File: config.mk
export PLATFORM = sky130hd
export DESIGN_NAME = pic_regwin
export DESIGN_NICKNAME = d
export VERILOG_FILES = /design/src/rtl/pic_regwin_pkg.sv /design/src/rtl/pic_regwin_decode.sv /design/src/rtl/pic_regwin_global.sv /design/src/rtl/pic_regwin_cpubank.sv /design/src/rtl/pic_regwin.sv
export SDC_FILE = /design/constraint.sdc
export NUM_CORES = 1
export LEC_CHECK = 0
export BUFFER_PORTS_ARGS = -buffer_cell sky130_fd_sc_hd__clkbuf_2
export CAP_MARGIN = 20
export CORE_MARGIN = 2
export CORE_UTILIZATION = 69
export CTS_BUF_LIST = sky130_fd_sc_hd__clkbuf_8
export DETAILED_ROUTE_END_ITERATION = 8
export GPL_ROUTABILITY_DRIVEN = 0
export HOLD_SLACK_MARGIN = 0.08
export PLACE_DENSITY = 0.88
export RECOVER_POWER = 25
export SYNTH_ARGS = -nofsm -noshare
export SYNTH_HDL_FRONTEND = slang
export SYNTH_HIERARCHICAL = 1
export SYNTH_SLANG_ARGS = --single-unit
export TNS_END_PERCENT = 10
File: constraint.sdc
create_clock -name clk -period 10.1 [get_ports clk]
set_input_delay 0.505 -clock clk [delete_from_list [all_inputs] [get_ports clk]]
set_output_delay 0.505 -clock clk [all_outputs]
set_load 0.01 [all_outputs]
File: src/rtl/pic_regwin_pkg.sv
package pic_regwin_pkg;

    localparam int WORD_W     = 32;
    localparam int ADDR_W     = 18;
    localparam int CPU_IDX_W  = 5;
    localparam int NUM_IPI    = 4;
    localparam int REGION_BIT = 17;
    localparam int SLOT_W     = 4;

    localparam logic [WORD_W-1:0] UNMAPPED_WORD = '1;

    // slot = bank offset >> 4
    localparam logic [SLOT_W-1:0] SLOT_IPI_LO = 4'd4;
    localparam logic [SLOT_W-1:0] SLOT_IPI_HI = 4'd7;
    localparam logic [SLOT_W-1:0] SLOT_PRIO   = 4'd8;
    localparam logic [SLOT_W-1:0] SLOT_WHO    = 4'd9;
    localparam logic [SLOT_W-1:0] SLOT_SCR_A  = 4'd10;
    localparam logic [SLOT_W-1:0] SLOT_SCR_B  = 4'd11;

    typedef enum logic [1:0] {
        TGT_NONE,
        TGT_GLOBAL,
        TGT_BANK
    } tgt_e;

    typedef enum logic [2:0] {
        GR_FEATURE,
        GR_GCFG,
        GR_VENDOR,
        GR_PINIT,
        GR_IPIVP,
        GR_SPUR,
        GR_TFREQ
    } greg_e;

    typedef struct packed {
        tgt_e                 tgt;
        logic [CPU_IDX_W-1:0] cpu;
        logic [SLOT_W-1:0]    slot;
        greg_e                greg;
        logic [1:0]           ipivp_idx;
    } dec_t;

    function automatic logic in_bank_window(input logic [11:0] off);
        return (off >= 12'h040) && (off <= 12'h0B0);
    endfunction

    function automatic logic is_dispatch_slot(input logic [SLOT_W-1:0] s);
        return (s >= SLOT_IPI_LO) && (s <= SLOT_IPI_HI);
    endfunction

endpackage

File: src/rtl/pic_regwin_decode.sv
module pic_regwin_decode
    import pic_regwin_pkg::*;
#(
    parameter int NUM_CPU = 4
) (
    input  logic [ADDR_W-1:0]    addr,
    input  logic [CPU_IDX_W-1:0] req_cpu,
    output dec_t                 dec
);

    logic aligned;
    logic cpu_field_ok;
    logic requester_ok;

    assign aligned      = (addr[3:0] == 4'h0);
    assign cpu_field_ok = (int'(addr[16:12]) < NUM_CPU);
    assign requester_ok = (int'(req_cpu) < NUM_CPU);

    always_comb begin
        dec.tgt       = TGT_NONE;
        dec.cpu       = '0;
        dec.slot      = addr[7:4];
        dec.greg      = GR_FEATURE;
        dec.ipivp_idx = addr[5:4] - 2'd2;
        if (aligned) begin
            if (addr[REGION_BIT]) begin
                // explicit per-CPU region
                if (cpu_field_ok && in_bank_window(addr[11:0])) begin
                    dec.tgt = TGT_BANK;
                    dec.cpu = addr[16:12];
                end
            end else if (addr[16:13] == 4'h0) begin
                if (!addr[12]) begin
                    // shadow window follows the requester
                    if (requester_ok && in_bank_window(addr[11:0])) begin
                        dec.tgt = TGT_BANK;
                        dec.cpu = req_cpu;
                    end
                end else if (addr[11:8] == 4'h0) begin
                    dec.tgt = TGT_GLOBAL;
                    unique case (addr[7:4])
                        4'h0:                   dec.greg = GR_FEATURE;
                        4'h2:                   dec.greg = GR_GCFG;
                        4'h8:                   dec.greg = GR_VENDOR;
                        4'h9:                   dec.greg = GR_PINIT;
                        4'hA, 4'hB, 4'hC, 4'hD: dec.greg = GR_IPIVP;
                        4'hE:                   dec.greg = GR_SPUR;
                        4'hF:                   dec.greg = GR_TFREQ;
                        default:                dec.tgt  = TGT_NONE;
                    endcase
                end
            end
        end
    end

endmodule

File: src/rtl/pic_regwin_global.sv
module pic_regwin_global
    import pic_regwin_pkg::*;
#(
    parameter int                NUM_CPU   = 4,
    parameter logic [WORD_W-1:0] VENDOR_ID = 32'h0001_0002
) (
    input  logic               clk,
    input  logic               rst,
    input  logic               wr_en,
    input  greg_e              sel,
    input  logic [1:0]         ipivp_idx,
    input  logic [WORD_W-1:0]  wdata,
    output logic [WORD_W-1:0]  rdata,
    output logic               ctrl_reset,
    output logic [NUM_CPU-1:0] cpu_reset
);

    localparam logic [WORD_W-1:0] FEATURE_WORD = WORD_W'((NUM_CPU - 1) << 8) | 32'h0000_0004;
    localparam logic [WORD_W-1:0] IPIVP_RESET  = 32'h8000_0000;
    localparam logic [WORD_W-1:0] TOP_BIT      = 32'h8000_0000;

    logic [WORD_W-1:0]  gcfg_q;
    logic [WORD_W-1:0]  tfreq_q;
    logic [7:0]         spur_q;
    logic [NUM_CPU-1:0] pinit_q;
    logic [WORD_W-1:0]  ipivp_q [NUM_IPI];
    logic               crst_q;
    logic [NUM_CPU-1:0] pinit_new;

    assign pinit_new = wdata[NUM_CPU-1:0];

    always_ff @(posedge clk) begin
        if (rst) begin
            gcfg_q  <= '0;
            tfreq_q <= '0;
            spur_q  <= 8'hFF;
            pinit_q <= '0;
            crst_q  <= 1'b0;
            for (int i = 0; i < NUM_IPI; i++) ipivp_q[i] <= IPIVP_RESET;
        end else begin
            crst_q <= 1'b0;
            if (wr_en) begin
                unique case (sel)
                    GR_GCFG: begin
                        gcfg_q <= wdata & ~TOP_BIT;
                        crst_q <= wdata[WORD_W-1];
                    end
                    // rising bits raise a line, cleared bits drop it
                    GR_PINIT: pinit_q <= (pinit_q | (pinit_new & ~pinit_q)) & pinit_new;
                    GR_IPIVP: ipivp_q[ipivp_idx] <= wdata;
                    GR_SPUR:  spur_q  <= wdata[7:0];
                    GR_TFREQ: tfreq_q <= wdata;
                    default: ;
                endcase
            end
        end
    end

    always_comb begin
        unique case (sel)
            GR_FEATURE: rdata = FEATURE_WORD;
            GR_GCFG:    rdata = gcfg_q;
            GR_VENDOR:  rdata = VENDOR_ID;
            GR_PINIT:   rdata = '0;
            GR_IPIVP:   rdata = ipivp_q[ipivp_idx];
            GR_SPUR:    rdata = {24'h0, spur_q};
            GR_TFREQ:   rdata = tfreq_q;
            default:    rdata = UNMAPPED_WORD;
        endcase
    end

    assign ctrl_reset = crst_q;
    assign cpu_reset  = pinit_q;


    gcfg_reset_pulse_chk: assert property (@(posedge clk) disable iff (rst)
        ctrl_reset |-> $past(wr_en && sel == GR_GCFG && wdata[WORD_W-1]));


    cpu_reset_hold_chk: assert property (@(posedge clk) disable iff (rst)
        !$past(wr_en && sel == GR_PINIT) |-> $stable(cpu_reset));


    tfreq_hold_chk: assert property (@(posedge clk) disable iff (rst)
        !$past(wr_en && sel == GR_TFREQ) |-> $stable(tfreq_q));

endmodule

File: src/rtl/pic_regwin_cpubank.sv
module pic_regwin_cpubank
    import pic_regwin_pkg::*;
#(
    parameter int NUM_CPU = 4,
    parameter int CPU_ID  = 0
) (
    input  logic               clk,
    input  logic               rst,
    input  logic               wr_en,
    input  logic [SLOT_W-1:0]  slot,
    input  logic [WORD_W-1:0]  wdata,
    output logic [WORD_W-1:0]  rdata,
    output logic               ipi_fire,
    output logic [1:0]         ipi_num,
    output logic [NUM_CPU-1:0] ipi_dest
);

    logic [3:0]         prio_q;
    logic [WORD_W-1:0]  scr_a_q;
    logic [WORD_W-1:0]  scr_b_q;
    logic               fire_q;
    logic [1:0]         num_q;
    logic [NUM_CPU-1:0] dest_q;

    always_ff @(posedge clk) begin
        if (rst) begin
            prio_q  <= 4'hF;
            scr_a_q <= '0;
            scr_b_q <= '0;
            fire_q  <= 1'b0;
            num_q   <= '0;
            dest_q  <= '0;
        end else begin
            fire_q <= 1'b0;
            if (wr_en) begin
                if (is_dispatch_slot(slot)) begin
                    fire_q <= 1'b1;
                    num_q  <= slot[1:0];
                    dest_q <= wdata[NUM_CPU-1:0];
                end else if (slot == SLOT_PRIO) begin
                    prio_q <= wdata[3:0];
                end else if (slot == SLOT_SCR_A) begin
                    scr_a_q <= wdata;
                end else if (slot == SLOT_SCR_B) begin
                    scr_b_q <= wdata;
                end
            end
        end
    end

    always_comb begin
        if (is_dispatch_slot(slot))  rdata = '0;
        else if (slot == SLOT_PRIO)  rdata = {28'h0, prio_q};
        else if (slot == SLOT_WHO)   rdata = WORD_W'(CPU_ID);
        else if (slot == SLOT_SCR_A) rdata = scr_a_q;
        else if (slot == SLOT_SCR_B) rdata = scr_b_q;
        else                         rdata = UNMAPPED_WORD;
    end

    assign ipi_fire = fire_q;
    assign ipi_num  = num_q;
    assign ipi_dest = dest_q;


    ipi_from_dispatch_chk: assert property (@(posedge clk) disable iff (rst)
        ipi_fire |-> $past(wr_en && is_dispatch_slot(slot)));


    prio_hold_chk: assert property (@(posedge clk) disable iff (rst)
        !$past(wr_en && slot == SLOT_PRIO) |-> $stable(prio_q));

endmodule

File: src/rtl/pic_regwin.sv
module pic_regwin
    import pic_regwin_pkg::*;
#(
    parameter int                NUM_CPU   = 4,
    parameter logic [WORD_W-1:0] VENDOR_ID = 32'h0001_0002
) (
    input  logic                 clk,
    input  logic                 rst,
    input  logic                 req_valid,
    input  logic                 req_write,
    input  logic [ADDR_W-1:0]    req_addr,
    input  logic [CPU_IDX_W-1:0] req_cpu,
    input  logic [WORD_W-1:0]    req_wdata,
    output logic                 rsp_valid,
    output logic [WORD_W-1:0]    rsp_rdata,
    output logic                 ctrl_reset,
    output logic [NUM_CPU-1:0]   cpu_reset,
    output logic                 ipi_valid,
    output logic [CPU_IDX_W-1:0] ipi_src,
    output logic [1:0]           ipi_num,
    output logic [NUM_CPU-1:0]   ipi_dest
);

    dec_t               dec;
    logic               glb_wr;
    logic [WORD_W-1:0]  glb_rdata;
    logic [WORD_W-1:0]  bank_rdata [NUM_CPU];
    logic [NUM_CPU-1:0] bank_fire;
    logic [1:0]         bank_num   [NUM_CPU];
    logic [NUM_CPU-1:0] bank_dest  [NUM_CPU];
    logic [WORD_W-1:0]  rd_mux;
    logic               rsp_valid_q;
    logic [WORD_W-1:0]  rsp_rdata_q;

    pic_regwin_decode #(.NUM_CPU(NUM_CPU)) u_decode (
        .addr    (req_addr),
        .req_cpu (req_cpu),
        .dec     (dec)
    );

    assign glb_wr = req_valid && req_write && (dec.tgt == TGT_GLOBAL);

    pic_regwin_global #(.NUM_CPU(NUM_CPU), .VENDOR_ID(VENDOR_ID)) u_global (
        .clk        (clk),
        .rst        (rst),
        .wr_en      (glb_wr),
        .sel        (dec.greg),
        .ipivp_idx  (dec.ipivp_idx),
        .wdata      (req_wdata),
        .rdata      (glb_rdata),
        .ctrl_reset (ctrl_reset),
        .cpu_reset  (cpu_reset)
    );

    for (genvar c = 0; c < NUM_CPU; c++) begin : g_bank
        logic bank_wr;
        assign bank_wr = req_valid && req_write && (dec.tgt == TGT_BANK)
                         && (dec.cpu == CPU_IDX_W'(c));
        pic_regwin_cpubank #(.NUM_CPU(NUM_CPU), .CPU_ID(c)) u_bank (
            .clk      (clk),
            .rst      (rst),
            .wr_en    (bank_wr),
            .slot     (dec.slot),
            .wdata    (req_wdata),
            .rdata    (bank_rdata[c]),
            .ipi_fire (bank_fire[c]),
            .ipi_num  (bank_num[c]),
            .ipi_dest (bank_dest[c])
        );
    end

    always_comb begin
        rd_mux = UNMAPPED_WORD;
        if (dec.tgt == TGT_GLOBAL) begin
            rd_mux = glb_rdata;
        end else if (dec.tgt == TGT_BANK) begin
            for (int c = 0; c < NUM_CPU; c++) begin
                if (dec.cpu == CPU_IDX_W'(c)) rd_mux = bank_rdata[c];
            end
        end
    end

    always_comb begin
        ipi_valid = 1'b0;
        ipi_src   = '0;
        ipi_num   = '0;
        ipi_dest  = '0;
        for (int c = 0; c < NUM_CPU; c++) begin
            if (bank_fire[c]) begin
                ipi_valid = 1'b1;
                ipi_src   = CPU_IDX_W'(c);
                ipi_num   = bank_num[c];
                ipi_dest  = bank_dest[c];
            end
        end
    end

    always_ff @(posedge clk) begin
        if (rst) begin
            rsp_valid_q <= 1'b0;
            rsp_rdata_q <= '0;
        end else begin
            rsp_valid_q <= req_valid && !req_write;
            if (req_valid && !req_write) rsp_rdata_q <= rd_mux;
        end
    end

    assign rsp_valid = rsp_valid_q;
    assign rsp_rdata = rsp_rdata_q;


    rsp_follows_read_chk: assert property (@(posedge clk) disable iff (rst)
        (req_valid && !req_write) |=> rsp_valid);


    rsp_only_for_read_chk: assert property (@(posedge clk) disable iff (rst)
        rsp_valid |-> $past(req_valid && !req_write));


    misaligned_read_chk: assert property (@(posedge clk) disable iff (rst)
        (req_valid && !req_write && req_addr[3:0] != 4'h0) |=> (rsp_rdata == UNMAPPED_WORD));


    ipi_single_source_chk: assert property (@(posedge clk) disable iff (rst)
        $onehot0(bank_fire));

endmodule

# After elaboration in Yosys (flattened, before gate mapping)
# Memory sizes are Yosys's and may differ from the RTL's.
# Index checks and enable logic that the tools add are counted.
[op_classes] add_sub_neg=1 order_cmp=6 n_eq_ne=20 n_mux=67 bitwise=13 reduce_logical=47
[ops] cell="2-to-1 mux 32 bit" n=27
[ops] cell="one-hot mux 32 bit (7 select lines)" n=1
[ops] cell="2-to-1 mux 7 bit" n=5
[ops] cell="equality test 4 bit, second input constant" n=8
[ops] cell="OR reduction 32 bit" n=1
[ops] cell="AND reduction 5 bit" n=4
[ops] cell="one-hot mux 3 bit (6 select lines)" n=1
[ops] cell="logical NOT 4 bit" n=4
[ops] cell="2-to-1 mux 4 bit" n=4
[ops] cell="AND reduction 2 bit" n=8
[ops] cell="AND reduction 4 bit" n=4
[ops] cell="2-to-1 mux 3 bit" n=5
[ops] cell="2-to-1 mux 5 bit" n=3
[ops] cell="2-to-1 mux 1 bit" n=14
[ops] cell="2-to-1 mux 2 bit" n=7
[ops] cell="greater-or-equal comparator 12 x 7 -> 1 bit, second input constant" n=1
[ops] cell="<= comparator 12 x 8 -> 1 bit, second input constant" n=1
[ops] cell="logical AND 1 bit" n=12
[ops] cell="AND reduction 3 bit" n=4
[ops] cell="equality test 5 x 2 -> 1 bit, second input constant" n=2
[ops] cell="< comparator 5 x 3 -> 1 bit, second input constant" n=2
[ops] cell="OR reduction 10 bit" n=1
[ops] cell="equality test 3 bit, second input constant" n=3
[ops] cell="inverter 1 bit" n=9
[ops] cell="other kinds (18)" n=23
[word_totals] reg_bits=409 ram_bits=128 input_bits=59 output_inout_bits=50 elab_cells=186 memories=1
[memory_table] memory="u_global.ipivp_q" words=4 width=32 rd=1 rd_clocked_by_memory_dff=0 wr=4 line_no="pic_regwin_global.sv:26" source="logic [WORD_W-1:0] ipivp_q [NUM_IPI];"

# Depth between registers and ports, before layout
# Gate-level depths: netlist of run 1.
[depth] word_depth=15 depth_mapped=12 mapped_depth_nobuf=9

# Modules after synthesis
# Netlist of run 1, hierarchy kept.
[modules_own_cells] module="pic_regwin_global" n_inst=1 cells_per_inst=797 area_each_um2=9063.7 seq_area_each_um2=5365.1
[modules_own_cells] module="pic_regwin_cpubank (g_bank[1].u_bank)" n_inst=1 cells_per_inst=380 area_each_um2=3549.7 seq_area_each_um2=1501.4
[modules_own_cells] module="pic_regwin_cpubank (g_bank[2].u_bank)" n_inst=1 cells_per_inst=378 area_each_um2=3543.4 seq_area_each_um2=1501.4
[modules_own_cells] module="pic_regwin_cpubank (g_bank[0].u_bank)" n_inst=1 cells_per_inst=380 area_each_um2=3542.1 seq_area_each_um2=1501.4
[modules_own_cells] module="pic_regwin_cpubank (g_bank[3].u_bank)" n_inst=1 cells_per_inst=377 area_each_um2=3537.1 seq_area_each_um2=1501.4
[modules_own_cells] module="pic_regwin" n_inst=1 cells_per_inst=380 area_each_um2=3076.7 seq_area_each_um2=660.6
[modules_own_cells] module="pic_regwin_decode" n_inst=1 cells_per_inst=39 area_each_um2=252.7 seq_area_each_um2=0.0

# Worst setup path before layout of run 1
# Ideal clock, no wire load.
[synth_timing] path_kind="in2reg" from="input port req_addr[15]" to="register g_bank[1].u_bank.scr_a_q[10]" setup_time_ps=120 arrival_ps=3980 t_required_ps=9980 slack_ps=6001 cell_stages=10 n_path_buf=3 cell_sequence="or4_4 nor4_1 clkinv_1 buf_2 nor4_1 nand3b_4 or3b_1 buf_6 buf_6 mux2i_1"
[synth_rtl] element="start: declaration" line_no="pic_regwin.sv:11" source="input logic [ADDR_W-1:0] req_addr,"
[synth_rtl] element="end signal: assignment" line_no="pic_regwin_cpubank.sv:43" source="scr_a_q <= wdata;"
[synth_rtl] element="end: declaration" line_no="pic_regwin_cpubank.sv:19" source="logic [WORD_W-1:0] scr_a_q;"

==> impl_metrics.csv, run 1 <==
group,metric,value,unit
floorplanning,die_area,0.0401,mm^2
timing,rsz0062_at_grt,"no",
final_layout,multi_input_comb_area,0.0134,mm^2
clock_tree,clk_pin_slew,0.06,ns
power_and_ir_drop,ir_drop,0.169,mV
timing,slew_headroom,-1.96,
critical_path,rrSetupSlack,8.13,ns
detailed_routing,firstDrtPassIters,7,
yosys,async_flop_share,0,
clock_tree,cts_buffer_depth,3,
floorplanning,core_area,0.0378,mm^2
placed_design,dpl.hpwl,48000,um
yosys,synth-main-ff-cell,"dfxtp_1",
grt,grt_start_max_net_pins,137,
yosys,avgSynthCellArea,9.73,um^2
detailed_routing,first_iter_violations,2858,
status,violations,"max-capacitance violations, max-slew violations",
critical_path,path_max_fanout,62,
floorplanning,fp.dieW,200,um
yosys,yosysMostFrequentCell,"dfxtp_1",
placed_design,port_buffers,105,
final_layout,fin_util,0.758,
power_and_ir_drop,power.density,156,mW/mm^2
final_layout,regArea,0.0120,mm^2
timing,fin_crit,7.46,ns
critical_path,max_stage_delay,2.52,ns
timing,fin_skew,0.0336,ns
detailed_routing,drc,0,
clock_tree,clock-root-buffer,"clkbuf_8",
yosys,synth_warnings,6,
detailed_routing,drt_wl_total,76700,um
critical_path,worstPathCellList,"buf_4, clkbuf_1, nand4bb_1, o31a_1, nor2_4, clkbuf_1, nor3b_2, clkbuf_1, a221o_1, o21ai_0, a22oi_1",
clock_tree,htree_levels,3,
critical_path,cp_top_family,"buffers and inverters",
grt,grt_pass1_vias,21400,
hold_path,hold_class,"in -> reg",
critical_path,critPathArrivalTime,7.98,ns
grt,antenna_found_initial,2,
final_layout,design_area,0.0286,mm^2
critical_path,path_buf_inv,4,
grt,grt_pass1_wl,117000,um
timing,maxSlewViolCount,365,
placed_design,placed_area,0.0270,mm^2
final_layout,fill_cells,2469,
floorplanning,die_h,200,um
clock_tree,cts_tree,"done",
grt,overflow,0,
critical_path,critPathKind,"in -> reg",
yosys,synthCells,2731,
detailed_routing,wl_per_cell,23.1,um
job,cap_violations,7,
final_layout,layout-drive-gt1-share,0.119,
clock_tree,cts_resized,0,
final_layout,synthToLayoutAreaGrowth,7.71,%
yosys,synth_edf_count,128,
floorplanning,rows,71,
critical_path,startpoint_type,"input pin",
critical_path,crit_slowest_cell,"clkbuf_1",
timing,fmax,134,MHz
grt,track_usage,0.372,
yosys,ys_top_cells_by_area,"dfxtp_1, edfxtp_1, mux2i_1",
timing,tns,0,ns
floorplanning,io_pins,109,
yosys,netlist_area,0.0266,mm^2
detailed_routing,viasPerCell,6.49,
critical_path,cp-end-kind,"flop",
detailed_routing,vias,21600,
critical_path,crit_path_frequent_cell,"clkbuf_1",
yosys,synth.distinct_cells,69,
timing,hold_violations,0,
yosys,yosysTopAreaCell,"dfxtp_1",
floorplanning,start_util,0.704,
timing,tightest_slew,4.44,ns
clock_tree,ctsHoldBuffers,0,
yosys,ys_seq_area_frac,0.453,
yosys,yosysTopAreaCellShare,0.308,
final_layout,final_nets,2801,
clock_tree,post_cts_buffers,0,
critical_path,worstPathRequired,10.62,ns
clock_tree,numCtsBuffers,85,
timing,min_period_over_period,0.739,
clock_tree,clkLatencyLatePin,0.67,ns
clock_tree,cts.sinks,537,
status,outcome,"complete, but fails checks",
detailed_routing,drt.antenna.violating_nets,0,
timing,setup_violations,0,
yosys,ys_ff_latch,537,
power_and_ir_drop,p_leak,10.8,nW
yosys,synthTopCellsByCount,"dfxtp_1, nand2b_1, mux2i_1, nand2_1, nor2_1",
==> stage by stage <==
| step | hold WS [ns] | total power [W] | instances | worst slack [ns] |
|---|---|---|---|---|
| 6_report | 0.290 | 0.00446 | 3322 | 2.64 |
| 5_1_grt | 0.301 | 0.00457 | 3321 | 2.51 |
| 4_1_cts | 0.221 | 0.00445 | 3318 | 5.31 |
| 3_5_place_dp | 0.447 | 0.00264 | 3163 | 4.66 |
| 3_3_place_gp | 0.438 | 0.00263 | 3162 | 4.95 |
| 2_1_floorplan | 0.433 | 0.00251 | 2735 | 6.00 |
==> logic make-up after synthesis <==
family	count (synthesis)	share of synthesized area
AOI/OAI and AO/OA	426	0.107
xor gates and xnor gates	1	0.000330
buffers and inverters	238	0.0437
DFF	537	0.453
muxes	368	0.155
other	2	0.000283
and+or+nand+nor	1159	0.241
==> layer usage <==
| layer | global-route usage | up-vias | part of all wire |
|---|---|---|---|
| met5 | 0 | - | 0.00014 |
| met4 | 0.237 | 2 | 0.068 |
| met3 | 0.0802 | 330 | 0.12 |
| met2 | 0.567 | 1362 | 0.44 |
| met1 | 0.481 | 10300 | 0.37 |
| li1 | - | 9581 | - |
==> cells in the final DEF (no fill, tap or decap), drive strengths merged, types with 7 or more instances in the layout <==
cell type / netlist / layout
a22oi: 39 / 39
mux2i: 293 / 293
nand2b: 396 / 396
a221oi: 39 / 39
clkinv: 1 / 15
o21ai: 45 / 45
and3b: 32 / 32
nand4b: 7 / 7
edfxtp: 128 / 128
clkbuf: 138 / 212
nand3b: 8 / 8
mux4: 30 / 30
nand3: 19 / 19
and2: 133 / 133
dfxtp: 409 / 409
nor2: 203 / 203
a211oi: 32 / 32
nand2: 243 / 243
nor3b: 17 / 17
nor3: 9 / 9
mux2: 45 / 45
nor4: 13 / 13
inv: 5 / 40
nor2b: 44 / 44
a211o: 8 / 8
o211ai: 27 / 27
buf: 94 / 40
or2: 10 / 10
o22ai: 112 / 112
a21oi: 99 / 99
==> registers in the layout, summed over array words and instances, names as in the netlist <==
register / cells
g_bank.u_bank/scr_b_q: 128
u_global/spur_q: 8
u_global/cpu_reset: 4
g_bank.u_bank/ipi_num: 8
u_global/tfreq_q: 32
u_global/ctrl_reset: 1
u_global/ipivp_q: 128
g_bank.u_bank/ipi_dest: 16
u_global/gcfg_q: 31
g_bank.u_bank/prio_q: 16
rsp_rdata: 32
g_bank.u_bank/scr_a_q: 128
rsp_valid: 1
g_bank.u_bank/ipi_fire: 4
==> final cells by class <==
cell class	count	area share
timing repair buffer	152	0.0291
sequential	537	0.420
tap	511	0.0223
inverter	6	0.000787
clock inverter	55	0.0111
antenna	1	0.0000875
clock buffer	100	0.0481
multi-input combinational	1960	0.468
==> final timing paths <==
| path | from | to | cells after the start |
|---|---|---|---|
| worst max-delay path | req_addr[4] | rsp_rdata[6] | 11 |
| worst min-delay path | rst | u_global/tfreq_q[26] | 2 |
| worst max register to register | u_global/ipivp_q[3][1] | rsp_rdata[1] | 5 |
| worst min register to register | u_global/tfreq_q[2] | u_global/tfreq_q[2] | 2 |
==> where the power goes <==
part | switching, W | internal (W)
clock | 0.000872 | 0.000978
sequential | 0.0000169 | 0.00223
combinational | 0.000231 | 0.000130
No activity file was read; power rests on OpenSTA's default activity.
==> run 2, diff against run 1 <==
--- a/config.mk
+++ b/config.mk
@@ -8,12 +8,12 @@
 export BUFFER_PORTS_ARGS = -buffer_cell sky130_fd_sc_hd__clkbuf_2
 export CAP_MARGIN = 20
 export CORE_MARGIN = 2
-export CORE_UTILIZATION = 69
+export CORE_UTILIZATION = 58
 export CTS_BUF_LIST = sky130_fd_sc_hd__clkbuf_8
 export DETAILED_ROUTE_END_ITERATION = 8
 export GPL_ROUTABILITY_DRIVEN = 0
 export HOLD_SLACK_MARGIN = 0.08
-export PLACE_DENSITY = 0.88
+export PLACE_DENSITY = 0.79
 export RECOVER_POWER = 25
 export SYNTH_ARGS = -nofsm -noshare
 export SYNTH_HDL_FRONTEND = slang
==> constraint.sdc (replaced) <==
create_clock -name clk -period 6.28 [get_ports clk]
set_input_delay 0.314 -clock clk [delete_from_list [all_inputs] [get_ports clk]]
set_output_delay 0.314 -clock clk [all_outputs]
set_load 0.01 [all_outputs]
==> run 2 against run 1 <==
The flow still finishes with violations (max-capacitance violations, max-slew violations). Die area up 19%. Routed wire length down 0.65%. Combinational power up 55%. Clock power up 65%.
==> impl_metrics.csv, run 2 (same netlist as run 1, synthesis figures left out) <==
group,metric,value,unit
status,outcome,"complete, but fails checks",
status,violations,"max-capacitance violations, max-slew violations",
floorplanning,rows,78,
floorplanning,start_util,0.587,
critical_path,cp_top_family,"simple AND/OR/NAND/NOR gates",
detailed_routing,viasPerCell,6.22,
critical_path,r2r_start,"u_global/ipivp_q[3][1]",
floorplanning,die_area,0.0475,mm^2
timing,finalWorstSetupSlack,1.63,ns
timing,hold_violations,0,
grt,overflow,0,
job,cap_violations,4,
floorplanning,io_pins,109,
grt,antenna_found_initial,0,
detailed_routing,drt_wl_total,76200,um
clock_tree,cts.sinks,537,
timing,tightest_slew,2.96,ns
final_layout,largestRegisters,"g_bank.u_bank/scr_a_q x128, g_bank.u_bank/scr_b_q x128, u_global/ipivp_q x128",
clock_tree,cts_buffer_depth,3,
critical_path,path_max_fanout,33,
floorplanning,fp.dieW,218,um
clock_tree,post_cts_buffers,0,
timing,setup_violations,0,
detailed_routing,wl_per_cell,22.2,um
critical_path,rrSetupSlack,4.11,ns
clock_tree,ctsHoldBuffers,14,
critical_path,cp-end-kind,"flop",
critical_path,worstPathCellList,"clkbuf_2, clkbuf_1, xor2_1, o211ai_1, nor2_1, nand2b_1, buf_4, or2_0, nor4_1, nand3b_2, nor2_2, mux2i_1",
critical_path,crit_slowest_cell,"clkbuf_1",
critical_path,critPathKind,"in -> reg",
clock_tree,cts_tree,"done",
grt,grt_pass1_wl,117000,um
detailed_routing,drc,0,
critical_path,r2r-end,"rsp_rdata[1]",
timing,tns,0,ns
placed_design,pre_cts_slack,1.81,ns
hold_path,min_path_cells,3,
placed_design,dpl.hpwl,47100,um
timing,min_period_over_period,0.741,
critical_path,critPathArrivalTime,5.24,ns
grt,grt_start_max_net_pins,132,
timing,fin_skew,0.0175,ns
detailed_routing,first_iter_violations,2425,
detailed_routing,vias,21300,
final_layout,layout-drive-gt1-share,0.124,
detailed_routing,drt.antenna.violating_nets,0,
power_and_ir_drop,power.density,250,mW/mm^2
clock_tree,clk_pin_slew,0.06,ns
placed_design,port_buffers,105,
final_layout,final_common_cell,"dfxtp_1",
critical_path,worstPathRequired,6.87,ns
grt,grt_pass1_vias,21200,
detailed_routing,firstDrtPassIters,5,
placed_design,dp.cells,3252,
final_layout,final_cell_mix,"dfxtp_1, nand2b_1, mux2i_1",
timing,fin_crit,4.65,ns
critical_path,startpoint_type,"input pin",
power_and_ir_drop,total_power,0.00724,W
critical_path,path_buf_inv,3,
clock_tree,clock-root-buffer,"clkbuf_8",
floorplanning,die_h,218,um
hold_path,hold_class,"in -> reg",
critical_path,max_stage_delay,1.12,ns
timing,whs,0.124,ns
timing,slew_headroom,-0.980,
grt,track_usage,0.317,
floorplanning,core_area,0.0453,mm^2
clock_tree,cts_resized,0,
hold_path,hold_start,"req_wdata[24]",
power_and_ir_drop,p_leak,10.9,nW
clock_tree,numCtsBuffers,87,
timing,rsz0062_at_grt,"no",
power_and_ir_drop,ir_drop,0.167,mV
clock_tree,htree_levels,3,
critical_path,worstRegToRegCells,5,
timing,maxSlewViolCount,133,
timing,fmax,215,MHz
final_layout,instances_no_fill,3430,
hold_path,min_to,"u_global/gcfg_q[24]",
final_layout,final_nets,2817,
clock_tree,clkLatencyLatePin,0.67,ns
final_layout,synthToLayoutAreaGrowth,9.21,%
==> run 2: worst reg2reg max path: cells and delay by family (launching register included) <==
| family | cells | cell delay [ns] |
|---|---|---|
| compound gates | 4 | 1.16 |
| mux | 1 | 0.50 |
| flops | 1 | 0.36 |
==> run 2: final cells by class <==
type | count | area (um^2)
Antenna cell | 1 | 2.50
Clock buffer | 110 | 1510
Clock inverter | 50 | 260
Fill cell | 3604 | 16300
Inverter | 6 | 22.5
Multi-Input combinational cell | 1960 | 13400
Sequential cell | 537 | 12000
Tap cell | 600 | 751
Timing Repair Buffer | 166 | 990
==> run 2: worst max-delay path by stage <==
stage,startpoint,endpoint,slack [ns],cells after the start
6_report,req_addr[7],g_bank[0].u_bank/scr_b_q[10],1.63,12
5_1_grt,req_addr[7],g_bank[0].u_bank/scr_b_q[10],1.29,12
4_1_cts,req_addr[7],g_bank[2].u_bank/scr_b_q[13],2.50,12
3_5_place_dp,req_addr[7],g_bank[2].u_bank/scr_b_q[4],1.81,12
3_3_place_gp,req_addr[7],g_bank[2].u_bank/scr_b_q[11],1.92,12
2_1_floorplan,req_addr[15],g_bank[1].u_bank/scr_a_q[10],2.37,10
==> run 2: metal layers <==
| metal | wire length, um | track usage | vias up |
|---|---|---|---|
| li1 | - | - | 9635 |
| met1 | 31300 | 0.416 | 10500 |
| met2 | 35000 | 0.502 | 1039 |
| met3 | 6110 | 0.0488 | 198 |
| met4 | 3780 | 0.177 | 0 |
| met5 | 0 | 0 | - |
==> run 2: power by group <==
part	leakage, nW	internal [W]	switching (W)	total [W]
sequential	4.52	0.00359	0.0000255	0.00362
combinational	5.39	0.000208	0.000352	0.000561
clock	1.02	0.00163	0.00144	0.00306
==> run 2: stage by stage <==
step                 util  area [um^2]
floorplan               -        26600
global placement    0.599        27100
detailed placement  0.600        27200
CTS                 0.642        29100
global route        0.641        29000
finish              0.641        29000
